===== config.mk =====
export PLATFORM = sky130hd
export DESIGN_NAME = wave_slot_sched
export DESIGN_NICKNAME = d
export VERILOG_FILES = /design/src/rtl/wsched_pkg.sv /design/src/rtl/wsched_budget.sv /design/src/rtl/wsched_slot_table.sv /design/src/rtl/wsched_rr_pick.sv /design/src/rtl/wave_slot_sched.sv
export SDC_FILE = /design/constraint.sdc
export NUM_CORES = 1
export LEC_CHECK = 0
export ABC_AREA = 1
export CORE_MARGIN = 3
export CORE_UTILIZATION = 55
export DETAILED_ROUTE_END_ITERATION = 12
export PLACE_DENSITY = 0.76
export SYNTH_ARGS = -nofsm -noshare
export SYNTH_HDL_FRONTEND = slang
export SYNTH_SLANG_ARGS = --single-unit

===== constraint.sdc =====
create_clock -name clk -period 10.6 [get_ports clk]
set_input_delay 3.18 -clock clk [delete_from_list [all_inputs] [get_ports clk]]
set_output_delay 3.18 -clock clk [all_outputs]
set_load 0.05 [all_outputs]

===== src/rtl/wsched_pkg.sv =====
package wsched_pkg;
  localparam int WS_SLOTS_DEFAULT  = 10;
  localparam int WS_BUDGET_DEFAULT = 256;
  localparam int WS_MAXREG_DEFAULT = 128;
  localparam int WS_ID_W_DEFAULT   = 6;

  typedef struct packed {
    logic resident;
    logic waiting;
  } slot_flags_t;
endpackage


===== src/rtl/wsched_budget.sv =====
module wsched_budget #(
  parameter int REG_BUDGET = 256,
  parameter int MAX_REGS   = 128,
  parameter int REQ_W      = $clog2(2 * MAX_REGS),
  parameter int CNT_W      = $clog2(REG_BUDGET + 1)
) (
  input  logic             clk,
  input  logic             rst_n,
  input  logic             req_valid,
  input  logic [REQ_W-1:0] req_regs,
  input  logic             have_free_slot,
  input  logic             rel_en,
  input  logic [REQ_W-1:0] rel_regs,
  output logic             accept,
  output logic             reject
);
  localparam int AW = CNT_W + 1;
  localparam logic [AW-1:0] BUDGET_V = AW'(REG_BUDGET);
  localparam logic [AW-1:0] MAXREG_V = AW'(MAX_REGS);

  logic [CNT_W-1:0] used_q;
  logic [AW-1:0]    req_ext, rel_ext, headroom, used_nxt;
  logic             size_ok, fits;

  always_comb begin
    req_ext  = AW'(req_regs);
    rel_ext  = rel_en ? AW'(rel_regs) : '0;
    headroom = BUDGET_V - AW'(used_q) + rel_ext;
    size_ok  = (req_ext != '0) && (req_ext <= MAXREG_V);
    fits     = req_ext <= headroom;
    accept   = req_valid && size_ok && fits && have_free_slot;
    reject   = req_valid && !accept;
    used_nxt = AW'(used_q) - rel_ext + (accept ? req_ext : '0);
  end

  always_ff @(posedge clk) begin
    if (!rst_n) used_q <= '0;
    else        used_q <= used_nxt[CNT_W-1:0];
  end

  AST_BUDGET_BOUND: assert property (@(posedge clk) disable iff (!rst_n)
    AW'(used_q) <= BUDGET_V);
  AST_ACC_REJ_EXCL: assert property (@(posedge clk) disable iff (!rst_n)
    !(accept && reject));
  AST_OVERSIZE_REFUSED: assert property (@(posedge clk) disable iff (!rst_n)
    (req_valid && AW'(req_regs) > MAXREG_V) |-> reject);
  AST_REJECT_KEEPS_USED: assert property (@(posedge clk) disable iff (!rst_n)
    (reject && !rel_en) |=> used_q == $past(used_q));
endmodule


===== src/rtl/wsched_slot_table.sv =====
module wsched_slot_table
  import wsched_pkg::*;
#(
  parameter int NUM_SLOTS = 10,
  parameter int ID_W      = 6,
  parameter int REQ_W     = 8,
  parameter int SLOT_W    = (NUM_SLOTS > 1) ? $clog2(NUM_SLOTS) : 1
) (
  input  logic              clk,
  input  logic              rst_n,
  input  logic              alloc_en,
  input  logic [ID_W-1:0]   alloc_id,
  input  logic [REQ_W-1:0]  alloc_regs,
  input  logic              wait_set,
  input  logic [SLOT_W-1:0] wait_slot,
  input  logic              mem_resp,
  input  logic [SLOT_W-1:0] resp_slot,
  input  logic              done_valid,
  input  logic [SLOT_W-1:0] done_slot,
  input  logic [SLOT_W-1:0] rd_slot,
  output logic [ID_W-1:0]   rd_id,
  output logic              free_any,
  output logic [SLOT_W-1:0] free_slot,
  output logic [NUM_SLOTS-1:0] ready_vec,
  output logic              rel_en,
  output logic [REQ_W-1:0]  rel_regs
);
  slot_flags_t       flags [NUM_SLOTS];
  logic [ID_W-1:0]   ids   [NUM_SLOTS];
  logic [REQ_W-1:0]  regs  [NUM_SLOTS];
  logic [NUM_SLOTS-1:0] hit_done, hit_alloc, resident_vec;

  for (genvar g = 0; g < NUM_SLOTS; g++) begin : g_slot
    logic hit_wait, hit_resp;
    assign hit_done[g]     = done_valid && (done_slot == SLOT_W'(g));
    assign hit_alloc[g]    = alloc_en && (free_slot == SLOT_W'(g));
    assign hit_wait        = wait_set && (wait_slot == SLOT_W'(g));
    assign hit_resp        = mem_resp && (resp_slot == SLOT_W'(g));
    assign resident_vec[g] = flags[g].resident;
    assign ready_vec[g]    = flags[g].resident && !flags[g].waiting && !hit_done[g];

    always_ff @(posedge clk) begin
      if (!rst_n) begin
        flags[g] <= '0;
        ids[g]   <= '0;
        regs[g]  <= '0;
      end else if (hit_done[g] && flags[g].resident) begin
        flags[g] <= '0;
        regs[g]  <= '0;
      end else if (hit_alloc[g]) begin
        flags[g].resident <= 1'b1;
        flags[g].waiting  <= 1'b0;
        ids[g]            <= alloc_id;
        regs[g]           <= alloc_regs;
      end else if (flags[g].resident) begin
        if (hit_wait)      flags[g].waiting <= 1'b1;
        else if (hit_resp) flags[g].waiting <= 1'b0;
      end
    end

    AST_ALLOC_ONLY_FREE: assert property (@(posedge clk) disable iff (!rst_n)
      hit_alloc[g] |-> !flags[g].resident);
    AST_DONE_FREES: assert property (@(posedge clk) disable iff (!rst_n)
      (hit_done[g] && flags[g].resident) |=> !flags[g].resident);
  end

  always_comb begin
    free_any  = 1'b0;
    free_slot = '0;
    for (int i = NUM_SLOTS - 1; i >= 0; i--) begin
      if (!flags[i].resident) begin
        free_any  = 1'b1;
        free_slot = SLOT_W'(i);
      end
    end
  end

  always_comb begin
    rel_en   = 1'b0;
    rel_regs = '0;
    rd_id    = '0;
    for (int i = 0; i < NUM_SLOTS; i++) begin
      if (hit_done[i] && flags[i].resident) begin
        rel_en   = 1'b1;
        rel_regs = regs[i];
      end
      if (rd_slot == SLOT_W'(i)) rd_id = ids[i];
    end
  end

  AST_NO_ALLOC_WHEN_FULL: assert property (@(posedge clk) disable iff (!rst_n)
    alloc_en |-> (resident_vec != '1));
endmodule


===== src/rtl/wsched_rr_pick.sv =====
module wsched_rr_pick #(
  parameter int NUM_SLOTS = 10,
  parameter int SLOT_W    = (NUM_SLOTS > 1) ? $clog2(NUM_SLOTS) : 1
) (
  input  logic                 clk,
  input  logic                 rst_n,
  input  logic [NUM_SLOTS-1:0] req_vec,
  input  logic                 advance,
  output logic                 grant_valid,
  output logic [SLOT_W-1:0]    grant_idx,
  output logic [NUM_SLOTS-1:0] grant_oh
);
  logic [SLOT_W-1:0] last_q;
  int cand;

  always_comb begin
    grant_valid = 1'b0;
    grant_idx   = '0;
    grant_oh    = '0;
    cand        = 0;
    for (int off = 1; off <= NUM_SLOTS; off++) begin
      cand = (int'(last_q) + off) % NUM_SLOTS;
      if (!grant_valid && req_vec[cand]) begin
        grant_valid    = 1'b1;
        grant_idx      = SLOT_W'(cand);
        grant_oh[cand] = 1'b1;
      end
    end
  end

  always_ff @(posedge clk) begin
    if (!rst_n)                      last_q <= SLOT_W'(NUM_SLOTS - 1);
    else if (advance && grant_valid) last_q <= grant_idx;
  end

  AST_ONE_GRANT: assert property (@(posedge clk) disable iff (!rst_n)
    $onehot0(grant_oh));
  AST_GRANT_IS_READY: assert property (@(posedge clk) disable iff (!rst_n)
    grant_valid |-> req_vec[grant_idx]);
  AST_IDLE_WHEN_NONE: assert property (@(posedge clk) disable iff (!rst_n)
    (req_vec == '0) |-> !grant_valid);
  AST_HOLD_WITHOUT_TAKE: assert property (@(posedge clk) disable iff (!rst_n)
    !advance |=> last_q == $past(last_q));
endmodule


===== src/rtl/wave_slot_sched.sv =====
module wave_slot_sched
  import wsched_pkg::*;
#(
  parameter int NUM_SLOTS  = WS_SLOTS_DEFAULT,
  parameter int REG_BUDGET = WS_BUDGET_DEFAULT,
  parameter int MAX_REGS   = WS_MAXREG_DEFAULT,
  parameter int ID_W       = WS_ID_W_DEFAULT,
  parameter int REQ_W      = $clog2(2 * MAX_REGS),
  parameter int SLOT_W     = (NUM_SLOTS > 1) ? $clog2(NUM_SLOTS) : 1
) (
  input  logic              clk,
  input  logic              rst_n,
  input  logic              launch_valid,
  input  logic [ID_W-1:0]   launch_wave_id,
  input  logic [REQ_W-1:0]  launch_regs,
  output logic              launch_accept,
  output logic              launch_reject,
  output logic [SLOT_W-1:0] launch_slot,
  input  logic              wait_set,
  input  logic [SLOT_W-1:0] wait_slot,
  input  logic              mem_resp,
  input  logic [SLOT_W-1:0] resp_slot,
  input  logic              done_valid,
  input  logic [SLOT_W-1:0] done_slot,
  output logic              issue_valid,
  input  logic              issue_ready,
  output logic [SLOT_W-1:0] issue_slot,
  output logic [ID_W-1:0]   issue_wave_id
);
  logic                 free_any, rel_en;
  logic [SLOT_W-1:0]    free_slot;
  logic [NUM_SLOTS-1:0] ready_vec, grant_oh;
  logic [REQ_W-1:0]     rel_regs;

  wsched_budget #(
    .REG_BUDGET(REG_BUDGET), .MAX_REGS(MAX_REGS), .REQ_W(REQ_W)
  ) u_budget (
    .clk(clk), .rst_n(rst_n),
    .req_valid(launch_valid), .req_regs(launch_regs),
    .have_free_slot(free_any),
    .rel_en(rel_en), .rel_regs(rel_regs),
    .accept(launch_accept), .reject(launch_reject)
  );

  wsched_slot_table #(
    .NUM_SLOTS(NUM_SLOTS), .ID_W(ID_W), .REQ_W(REQ_W), .SLOT_W(SLOT_W)
  ) u_table (
    .clk(clk), .rst_n(rst_n),
    .alloc_en(launch_accept), .alloc_id(launch_wave_id), .alloc_regs(launch_regs),
    .wait_set(wait_set), .wait_slot(wait_slot),
    .mem_resp(mem_resp), .resp_slot(resp_slot),
    .done_valid(done_valid), .done_slot(done_slot),
    .rd_slot(issue_slot), .rd_id(issue_wave_id),
    .free_any(free_any), .free_slot(free_slot),
    .ready_vec(ready_vec),
    .rel_en(rel_en), .rel_regs(rel_regs)
  );

  wsched_rr_pick #(
    .NUM_SLOTS(NUM_SLOTS), .SLOT_W(SLOT_W)
  ) u_pick (
    .clk(clk), .rst_n(rst_n),
    .req_vec(ready_vec), .advance(issue_ready),
    .grant_valid(issue_valid), .grant_idx(issue_slot), .grant_oh(grant_oh)
  );

  assign launch_slot = free_slot;

  AST_ACCEPT_HAS_SLOT: assert property (@(posedge clk) disable iff (!rst_n)
    launch_accept |-> free_any);
  AST_ISSUE_NOT_RETIRING: assert property (@(posedge clk) disable iff (!rst_n)
    (issue_valid && done_valid) |-> (issue_slot != done_slot));
endmodule


# After elaboration in Yosys (flattened, before gate mapping)
# Memories as Yosys holds them, arrays and structs flattened.
# Cells that the tools add are included.
dict set report op_classes {
  mux 382
  n_reduce_logical 121
  bitwise 80
  multipliers 0
  n_shift 0
  eq_ne 45
  div 10
  addsub 14
  magnitude_cmp 12
}
# operator count
set ops {}
lappend ops {{< comparator 32 x 6 -> 1 bit (second input constant)} 10}
lappend ops {{remainder unit 32 x 5 -> 32 bit (second input constant)} 10}
lappend ops {{2-to-1 mux 1 bit} 290}
lappend ops {{2-to-1 mux 8 bit} 32}
lappend ops {{2-to-1 mux 6 bit} 20}
lappend ops {{logical AND 1 bit} 85}
lappend ops {{== test 4 x 3 -> 1 bit (second input constant)} 20}
lappend ops {{2-to-1 mux 4 bit} 20}
lappend ops {{OR 1 bit} 80}
lappend ops {{binary-select mux 1 bit (select 4 bit)} 10}
lappend ops {{== test 4 x 2 -> 1 bit (second input constant)} 10}
lappend ops {{== test 4 bit (second input constant)} 10}
lappend ops {{logical NOT 1 bit} 30}
lappend ops {{adder 4 x 3 -> 5 bit (second input constant)} 4}
lappend ops {{== test 4 x 1 -> 1 bit (second input constant)} 5}
lappend ops {{logical NOT 4 bit} 5}
lappend ops {{2-to-1 mux 2 bit} 10}
lappend ops {{adder 4 x 4 -> 5 bit (second input constant)} 3}
lappend ops {{adder 10 bit} 1}
lappend ops {{adder 4 x 2 -> 5 bit (second input constant)} 2}
lappend ops {{<= comparator 8 x 10 -> 1 bit} 1}
lappend ops {{subtractor 9 x 9 -> 10 bit (first input constant)} 1}
lappend ops {{adder 9 bit} 1}
lappend ops {{subtractor 9 bit} 1}
lappend ops {{3 further kinds} 3}
dict set report totals {
  latchBits 0
  ramBits 160
  output_inout_bits 17
  in_bits 33
  ff_bits 13
  wordCells 669
  memories 3
  rom_bits 0
}
# name words width read_ports rd_ports_with_merged_regs wr line
set memory_table {}
lappend memory_table {u_table.regs 10 8 10 0 10 wsched_slot_table.sv:30} ;# logic [REQ_W-1:0] regs [NUM_SLOTS];
lappend memory_table {u_table.ids 10 6 10 0 10 wsched_slot_table.sv:29} ;# logic [ID_W-1:0] ids [NUM_SLOTS];
lappend memory_table {u_table.flags 10 2 10 0 10 wsched_slot_table.sv:28} ;# slot_flags_t flags [NUM_SLOTS];

# Depth between registers and ports, before layout
# Gate-level depths: netlist of run 1.
dict set report depth {
  word_depth 46
  depth_mapped 47
  depth_no_buf 46
}

# By module
# A second synthesis of run 1 with hierarchy kept.
dict set report unflattened {
  hier_cells 2157
  hier_area_um2 14986.9
}
# mod seq_area_each_um2 area_per_inst_um2 n_inst cells_each
set by_module_without_submodules {}
lappend by_module_without_submodules {wsched_slot_table 4804.6 7783.7 1 820}
lappend by_module_without_submodules {wsched_rr_pick 80.1 5600.4 1 1096}
lappend by_module_without_submodules {wsched_budget 180.2 1602.8 1 241}

# Worst setup path before layout of run 1
# Ideal clock, no wire load.
dict set report synth_timing {
  path_kind {input port to output port}
  start {input done_slot[3]}
  end {output launch_reject}
  t_required_ps 7420
  t_arrival_ps 8158
  path_buffers 1
  path_stages 29
  path_slack_ps -738
  cell_sequence {nor3_2 > nand3_1 > nor2_1 > inv_1 > nor2_1 > o21ai_0 > a221oi_1 > nand3_1 > o21ai_0 > a31oi_1 > ha_1 > a21oi_1 > nand2_1 > nand2_1 > nand2_1 > a21oi_1 > nor2_1 > o21ai_0 > nand2_1 > xor2_1 > ha_1 > nand2_1 > a31o_2 > a22oi_1 > o221ai_1 > nand2_1 > inv_1 > buf_1 > nor2_1}
}
dict set report synth_via {
  elab_chain_len 20
  word_cells_on_any_way 57
  cone_classes {1 x add/sub; 1 x order compare; 9 x eq/ne; 21 x mux; 25 x reduce/logical}
}
# element line
set synth_lines {}
lappend synth_lines {{start, declared} wave_slot_sched.sv:24} ;# input logic [SLOT_W-1:0] done_slot,
lappend synth_lines {{logical NOT 4 bit} wsched_slot_table.sv:35} ;# assign hit_done[g] = done_valid && (done_slot == SLOT_W'(g));
lappend synth_lines {{logical AND 1 bit} wsched_slot_table.sv:35}
lappend synth_lines {{logical AND 1 bit} wsched_slot_table.sv:83} ;# if (hit_done[i] && flags[i].resident) begin
lappend synth_lines {{2-to-1 mux 8 bit or 2-to-1 mux 1 bit (tied branches) (10 in a row)} wsched_slot_table.sv:83}
lappend synth_lines {{2-to-1 mux 8 bit *} wsched_budget.sv:27} ;# rel_ext = rel_en ? AW'(rel_regs) : '0;
lappend synth_lines {{adder 10 bit *} wsched_budget.sv:28} ;# headroom = BUDGET_V - AW'(used_q) + rel_ext;
lappend synth_lines {{<= comparator 8 x 10 -> 1 bit *} wsched_budget.sv:30} ;# fits = req_ext <= headroom;
lappend synth_lines {{logical AND 1 bit * (2 in a row)} wsched_budget.sv:31} ;# accept = req_valid && size_ok && fits && have_free_slot;
lappend synth_lines {{via launch_accept} wave_slot_sched.sv:16} ;# output logic launch_accept,
lappend synth_lines {{logical NOT 1 bit *} wsched_budget.sv:32} ;# reject = req_valid && !accept;
lappend synth_lines {{logical AND 1 bit *} wsched_budget.sv:32}
lappend synth_lines {{end, declared} wave_slot_sched.sv:17} ;# output logic launch_reject,
# The timed path passes the listed nets; every way through them passes the cells marked *.

# Final worst setup path of run 1
dict set report layout_timing {
  start {input done_slot[1]}
  end {output launch_reject}
}
dict set report layout_via {
  elab_chain_len 20
  word_cells_on_any_way 57
  cone_classes {1 x add/sub; 1 x order compare; 9 x eq/ne; 21 x mux; 25 x reduce/logical}
}
# element line
set layout_lines {}
lappend layout_lines {{logical NOT 4 bit} wsched_slot_table.sv:35}
lappend layout_lines {{logical AND 1 bit} wsched_slot_table.sv:35}
lappend layout_lines {{logical AND 1 bit} wsched_slot_table.sv:83}
lappend layout_lines {{2-to-1 mux 8 bit or 2-to-1 mux 1 bit (tied branches) (10 in a row)} wsched_slot_table.sv:83}
lappend layout_lines {{2-to-1 mux 8 bit *} wsched_budget.sv:27}
lappend layout_lines {{adder 10 bit *} wsched_budget.sv:28}
lappend layout_lines {{<= comparator 8 x 10 -> 1 bit *} wsched_budget.sv:30}
lappend layout_lines {{logical AND 1 bit * (2 in a row)} wsched_budget.sv:31}
lappend layout_lines {{logical NOT 1 bit *} wsched_budget.sv:32}
lappend layout_lines {{logical AND 1 bit *} wsched_budget.sv:32}
# Every way passes the cells marked *; elsewhere a longest branch is shown, timed or not.

==> results of run 1 <==
[worst paths after layout]
check / to / depth (start not counted) / startpoint / slack, ns
setup / recovery: launch_reject / 31 / done_slot[1] / 0.20
hold / removal: u_budget.used_q[8] / 2 / u_budget.used_q[8] / 0.65
setup reg to reg: u_budget.used_q[8] / 45 / u_table.flags[1][1] / 3.94
hold reg to reg: u_budget.used_q[8] / 2 / u_budget.used_q[8] / 0.65
[timing repair]
action / CTS / global route
endpoints found under the setup margin: 2 / 8
resized for setup: 53 / 45
pin swaps: 29 / 36
setup buffers: 10 / 7
hold buffers: 0 / 0
[metrics by stage]
| stage | setup TNS (ns) | hold WS (ns) | area [um^2] | setup slack, ns | utilization [%] |
|---|---|---|---|---|---|
| after detailed placement | -1.383 | 0.6235 | 13640 | -0.6928 | 62.31 |
| final | 0 | 0.6485 | 14670 | 0.1991 | 67.01 |
| after global placement | -1.043 | 0.6297 | 13640 | -0.5215 | 62.31 |
| after global routing | -0.1123 | 0.6985 | 14670 | -0.06406 | 67.01 |
| after floorplan | 0 | 0.5732 | 12300 | 0.01980 | - |
| after CTS | 0 | 0.6398 | 14470 | 0.004972 | 66.11 |
[flip-flops by register name (all words and copies together), names as in the netlist]
name	count
u_budget.used_q	9
u_pick.last_q	4
u_table.flags	20
u_table.ids	60
u_table.regs	80
[per-layer routing]
metal	routed length [um]	GRT usage [%]	part of all wire, %	vias to the layer above
met2	15970	45.05	47	455
met1	14360	37.53	42	5282
li1	-	-	-	5559
met4	1193	10.67	3.5	0
met5	0	0	0	-
met3	2279	3.755	6.7	77
[layout make-up]
class	count	area (um^2)	area share (%)
clock buffer	17	425.4	2.900
clock inverter	15	215.2	1.467
inverter	231	877.1	5.979
multi-input combinational	1145	6399	43.62
sequential	173	5065	34.53
tap	280	350.3	2.388
timing repair buffer	156	1338	9.118
[kinds of logic (layout without fill, tap and decap cells)]
group / Yosys count / after routing
buf+inv: 272 / 419
xor+xnor: 20 / 20
flops: 173 / 173
compound gates: 152 / 152
fa+ha+maj: 72 / 72
simple gates: 901 / 901
[Yosys cell counts (all sizes together) (2+ instances only)]
| master | instances |
|---|---|
| a21boi | 2 |
| a21oi | 33 |
| a221oi | 14 |
| a22o | 2 |
| a22oi | 2 |
| a31oi | 7 |
| and2 | 2 |
| buf | 13 |
| clkbuf | 28 |
| clkinv | 11 |
| dfxtp | 13 |
| edfxtp | 160 |
| fa | 9 |
| ha | 63 |
| inv | 220 |
| nand2 | 331 |
| nand3 | 189 |
| nand3b | 8 |
| nand4 | 39 |
| nor2 | 294 |
| nor3 | 24 |
| nor4 | 8 |
| o211ai | 7 |
| o21a | 2 |
| o21ai | 68 |
| o21bai | 4 |
| o221ai | 2 |
| o31ai | 4 |
| or2 | 3 |
| xnor2 | 6 |
| xor2 | 14 |
[worst register-to-register path, delay by kind of cell (launching register included)]
| family | cells | cell delay, ns |
|---|---|---|
| flip-flops | 1 | 0.45 |
| AO/OA/AOI/OAI | 13 | 2.01 |
| XOR/XNOR | 1 | 0.17 |
| AND/OR/NAND/NOR | 16 | 1.32 |
| buffers and inverters | 11 | 1.14 |
| adder cells (fa/ha/maj) | 4 | 1.45 |
==> impl_metrics.sql, run 1 <==
INSERT INTO impl_metrics (metric_group, metric, value, unit) VALUES
('outcome', 'status', 'complete, no violations', ''),
('final_layout', 'mostFrequentLayoutCell', 'nand2_1', ''),
('drt', 'detail_route.wl_per_cell', '16.76', 'um'),
('grt', 'groute.usage.overall', '27.60', '%'),
('drt', 'postRouteWirelength', '33800', 'um'),
('drt', 'vias_per_cell', '5.639', ''),
('setup_path', 'timing.critical_path.arrival', '7.22', 'ns'),
('setup_path', 'crit_buf_inv', '7', ''),
('final_layout', 'num-fill-cells', '1804', ''),
('setup_path', 'critical-path-slowest-cell', 'ha_1', ''),
('setup_path', 'worstPathMaxFanout', '5', ''),
('cts', 'numClockSinks', '173', ''),
('synth', 'synthSimpleGateAreaFrac', '32.94', '%'),
('floorplan', 'start_util', '56.12', '%'),
('drt', 'drt_pass1_iterations', '5', ''),
('cts', 'clock_path_buffers', '2', ''),
('synth', 'syn-num-nets', '1695', ''),
('synth', 'syn_area', '12290', 'um^2'),
('sta', 'relSlewSlack', '17.71', '%'),
('cts', 'cts_tree', 'done', ''),
('place', 'post-dp-hpwl', '25310', 'um'),
('final_layout', 'insertedDiodeCount', '0', ''),
('synth', 'yosys_warnings', '0', ''),
('synth', 'yosys.area.top_type', 'edfxtp_1', ''),
('grt', 'grt_first_pass_wirelength', '53010', 'um'),
('synth', 'synth_top_family_by_area', 'simple AND/OR/NAND/NOR gates', ''),
('floorplan', 'design.core.area', '21890', 'um^2'),
('final_layout', 'post_route_cells_drive_above_1_share', '16.75', '%'),
('sta', 'fmaxAchievable', '96.15', 'MHz'),
('synth', 'synth.ff_latch_count', '173', ''),
('place', 'gpl.final_weighted_congestion', '0.9283', ''),
('sta', 'min_period', '10.40', 'ns'),
('synth', 'synth_fa_ha_area_share', '7.883', '%'),
('place', 'io_buffers', '49', ''),
('synth', 'seq_area_frac_synth', '41.23', '%'),
('cts', 'clock_latency', '0.45', 'ns'),
('setup_path', 'critical_path.endpoint_type', 'primary output', ''),
('synth', 'post_syn_area_per_cell', '7.727', 'um^2'),
('grt', 'initial_antenna_violation_count', '0', ''),
('setup_path', 'timing.setup.critical_path_class', 'input port to primary output', ''),
('synth', 'synth-main-ff-cell', 'edfxtp_1', ''),
('synth', 'muxShareOfSynthArea', '0', '%'),
('final_layout', 'synthToLayoutAreaGrowth', '19.40', '%'),
('cts', 'cts_max_level', '4', ''),
('sta', 'worst-slew-pin-transition', '1.221', 'ns'),
('drt', 'drcViolationCount', '0', ''),
('synth', 'synth_async_sr_flop_share', '0', '%'),
('sta', 'setup_violations', '0', ''),
('place', 'place_inst', '1969', ''),
('floorplan', 'chipWidth', '155.5', 'um'),
('floorplan', 'std_cell_rows', '54', ''),
('setup_path', 'critPathTopFamily', 'compound AO/OA/AOI/OAI gates', ''),
('setup_path', 'worstSetupStartpointType', 'input port', ''),
('drt', 'final_antenna_net_count', '0', ''),
('synth', 'netlist_top_cells_area', 'edfxtp_1 (39%), nand2_1 (9.4%), nor2_1 (8.7%)', ''),
('setup_path', 'cp_slowest_stage_delay', '0.33', 'ns'),
('grt', 'grt_start_max_net_pins', '28', ''),
('synth', 'synth-xor-area-share', '1.426', '%'),
('setup_path', 'critical_path_required', '7.42', 'ns'),
('cts', 'cts.root.buffer_cell', 'clkbuf_16', ''),
('final_layout', 'layout.cells.most_common_list', 'nand2_1 (303), nor2_1 (275), inv_1 (189)', ''),
('setup_path', 'crit_top_cell', 'nand2_1', ''),
('final_layout', 'fin_cells', '2017', ''),
('grt', 'remaining_global_route_overflow', '0', ''),
('sta', 'layout_skew', '0.01323', 'ns'),
('synth', 'compound_gate_fraction_of_synth_area', '7.771', '%'),
('final_layout', 'final_net_count', '1829', ''),
('floorplan', 'ioPinCount', '50', ''),
('drt', 'vias', '11370', ''),
('synth', 'yosysUniqueCellTypes', '64', ''),
('grt', 'first_global_vias', '10610', ''),
('min_path', 'min_path_type', 'flop to flop', ''),
('synth', 'synth_largest_type_area_fraction', '39.11', '%'),
('synth', 'syn_inst', '1590', ''),
('floorplan', 'die_height', '155.5', 'um'),
('cts', 'cts_buffers', '17', ''),
('drt', 'detailedRoute.firstIterationViolations', '1047', ''),
('cts', 'clock_edge_transition_at_the_registers_on_the_reported_setup_and_hold_paths', '0.08', 'ns'),
('sta', 'grt_setup_unrepaired', 'yes', ''),
('synth', 'synth_edf_count', '160', ''),
('sta', 'layout_worst_path_cycle_share', '98.12', '%'),
('flow_run', 'timing.max_cap.violations', '0', ''),
('floorplan', 'design.die.area', '24170', 'um^2'),
('sta', 'hold_violations', '0', ''),
('sta', 'final_max_slew_viol_count', '0', '');
Power of run 1 is left out: the tool's default activity adds up to more than one toggle a clock period on the data nets, which glitch-free logic cannot reach.
==> run 2, diff against run 1 <==
CORE_MARGIN = 4   (was 3)
CORE_UTILIZATION = 40   (was 55)
PLACE_DENSITY = not set   (was 0.76)
SLEW_MARGIN = 25   (was not set)
==> run 2 against run 1 <==
Against the previous run: sequential share of layout area decreased by 0.53 points; critical endpoint unchanged; critical path type unchanged; maximum frequency decreased by 0.84%; register-to-register slack got worse by 0.11 ns.
==> impl_metrics.sql, run 2 (synthesis gave the netlist of run 1 again) <==
INSERT INTO impl_metrics (metric_group, metric, value, unit) VALUES
('cts', 'hold_buffers', '0', ''),
('floorplan', 'design.die.area', '33580', 'um^2'),
('drt', 'drcViolationCount', '0', ''),
('grt', 'grt_first_pass_wirelength', '55230', 'um'),
('cts', 'cts_max_level', '4', ''),
('setup_path', 'crit_path_start', 'done_valid', ''),
('place', 'place_inst', '2088', ''),
('sta', 'min_period', '10.49', 'ns'),
('final_layout', 'layout.cells.most_common_list', 'nand2_1 (303), nor2_1 (273), inv_1 (188)', ''),
('setup_path', 'cp_slowest_stage_delay', '0.35', 'ns'),
('floorplan', 'start_util', '41.02', '%'),
('floorplan', 'ioPinCount', '50', ''),
('floorplan', 'design.core.area', '29950', 'um^2'),
('setup_path', 'timing.critical_path.arrival', '7.31', 'ns'),
('setup_path', 'worstSetupStartpointType', 'input port', ''),
('min_path', 'min_path_type', 'flop to flop', ''),
('sta', 'layout_worst_path_cycle_share', '98.95', '%'),
('floorplan', 'chipWidth', '183.3', 'um'),
('place', 'post-dp-hpwl', '27350', 'um'),
('grt', 'initial_antenna_violation_count', '0', ''),
('grt', 'grt_start_max_net_pins', '28', ''),
('sta', 'hold_violations', '0', ''),
('drt', 'final_antenna_net_count', '0', ''),
('drt', 'detailedRoute.firstIterationViolations', '927', ''),
('sta', 'timing.hold.ws', '0.6491', 'ns'),
('drt', 'vias', '11220', ''),
('setup_path', 'critical_path.endpoint_type', 'primary output', ''),
('setup_path', 'critical_path.reg2reg.startpoint', 'u_table.flags[1][1]', ''),
('sta', 'layout_skew', '0.01877', 'ns'),
('floorplan', 'die_height', '183.3', 'um'),
('sta', 'final_max_slew_viol_count', '0', ''),
('setup_path', 'slack_of_the_worst_reg_to_reg_path', '3.83', 'ns'),
('final_layout', 'insertedDiodeCount', '0', ''),
('final_layout', 'regMostFlops', 'u_table.regs', ''),
('sta', 'relSlewSlack', '41.01', '%'),
('final_layout', 'synthToLayoutAreaGrowth', '21.25', '%'),
('flow_run', 'timing.max_cap.violations', '0', ''),
('setup_path', 'r2r_cells', '42', ''),
('setup_path', 'timing.setup.critical_path_class', 'input port to primary output', ''),
('final_layout', 'mostFrequentLayoutCell', 'nand2_1', ''),
('sta', 'worst-slew-pin-transition', '0.8795', 'ns'),
('final_layout', 'fin_cells', '2140', ''),
('drt', 'drt_pass1_iterations', '6', ''),
('cts', 'numClockSinks', '173', ''),
('setup_path', 'worstReg2RegEnd', 'u_budget.used_q[8]', ''),
('grt', 'remaining_global_route_overflow', '0', ''),
('cts', 'cts_tree', 'done', ''),
('grt', 'groute.usage.overall', '20.58', '%'),
('cts', 'cts_buffers', '17', ''),
('sta', 'grt_setup_unrepaired', 'yes', ''),
('setup_path', 'worstPathMaxFanout', '4', ''),
('grt', 'first_global_vias', '10600', ''),
('drt', 'detail_route.wl_per_cell', '16.42', 'um'),
('final_layout', 'reg.largest.list', 'u_table.regs: 80 flops, u_table.ids: 60 flops, u_table.flags: 20 flops', ''),
('floorplan', 'std_cell_rows', '63', ''),
('setup_path', 'critical-path-slowest-cell', 'fa_2', ''),
('place', 'gpl.final_weighted_congestion', '1.004', ''),
('place', 'io_buffers', '49', ''),
('drt', 'vias_per_cell', '5.245', ''),
('final_layout', 'post_route_cells_drive_above_1_share', '17.60', '%'),
('cts', 'clock_latency', '0.44', 'ns'),
('cts', 'clock_path_buffers', '2', ''),
('final_layout', 'final_net_count', '1842', ''),
('final_layout', 'largest_reg_flops', '80', ''),
('outcome', 'status', 'complete, no violations', ''),
('drt', 'postRouteWirelength', '35140', 'um'),
('setup_path', 'critical_path_required', '7.42', 'ns'),
('sta', 'setup_violations', '0', ''),
('sta', 'fmaxAchievable', '95.34', 'MHz'),
('cts', 'cts.root.buffer_cell', 'clkbuf_16', ''),
('cts', 'clock_edge_transition_at_the_registers_on_the_reported_setup_and_hold_paths', '0.08', 'ns'),
('setup_path', 'crit_end', 'launch_reject', '');
==> run 2: changes by cell type in the layout (fill, tap and decap cells not counted), moves of 3 or more <==
cell     previous run  this run
buf_4             109       124
inv_6               1         5
o21ai_1            20        17
inv_8               4         1
==> run 2: repair_timing <==
| item | CTS | global route |
|---|---|---|
| endpoints found under the setup margin | 7 | 8 |
| setup buffers | 9 | 11 |
| resized for setup | 46 | 54 |
| hold endpoints to repair | 0 | 0 |
| pin swaps | 29 | 41 |
==> run 2: how the worst min path moves through the flow <==
stage,start,endpoint,slack (ns),cells after the start
after floorplan,u_budget.used_q[8],u_budget.used_q[8],0.57,2
after global placement,u_budget.used_q[8],u_budget.used_q[8],0.63,2
after detailed placement,u_budget.used_q[8],u_budget.used_q[8],0.62,2
after CTS,u_budget.used_q[8],u_budget.used_q[8],0.64,2
after global routing,u_budget.used_q[8],u_budget.used_q[8],0.69,2
final,u_budget.used_q[8],u_budget.used_q[8],0.65,2
==> run 2: stage by stage <==
step	TNS (ns)	instance area [um^2]	utilization, %	setup WS [ns]
floorplan	0	12300	-	0.01980
global placement	-1.149	13830	46.18	-0.5698
detailed placement	-1.645	13830	46.18	-0.6686
CTS	0	14610	48.78	0.002924
global route	-0.1593	14900	49.73	-0.09771
finish	0	14900	49.73	0.1112
==> run 2: worst max-delay path, delay by kind of cell <==
family | cells | cell delay (ns)
adder cells (fa/ha/maj) | 3 | 0.83
AO/OA/AOI/OAI | 10 | 1.60
AND/OR/NAND/NOR | 9 | 0.86
XOR/XNOR | 1 | 0.13
buffers and inverters | 7 | 0.67
==> run 2: layout make-up <==
cell class	count	area [um^2]
fillers	2897	15060
multi-input cells	1145	6415
flip-flops and latches	173	5065
repair buffers	169	1418
inverters	231	877.1
well taps	390	488.0
clock buffers	17	425.4
clock inverters	15	209.0
==> run 2: layer usage <==
layer  vias up  global-route usage [%]  share of wire (%)  wire length [um]
li1       5597                       -                  -                 -
met1      5275                   28.57                 45             15980
met2       311                   34.50                 48             16750
met3        41                   2.301                4.8              1693
met4         0                   5.304                2.0               719
met5         -                       0                  0                 0
Power of run 2 is left out for the same reason.
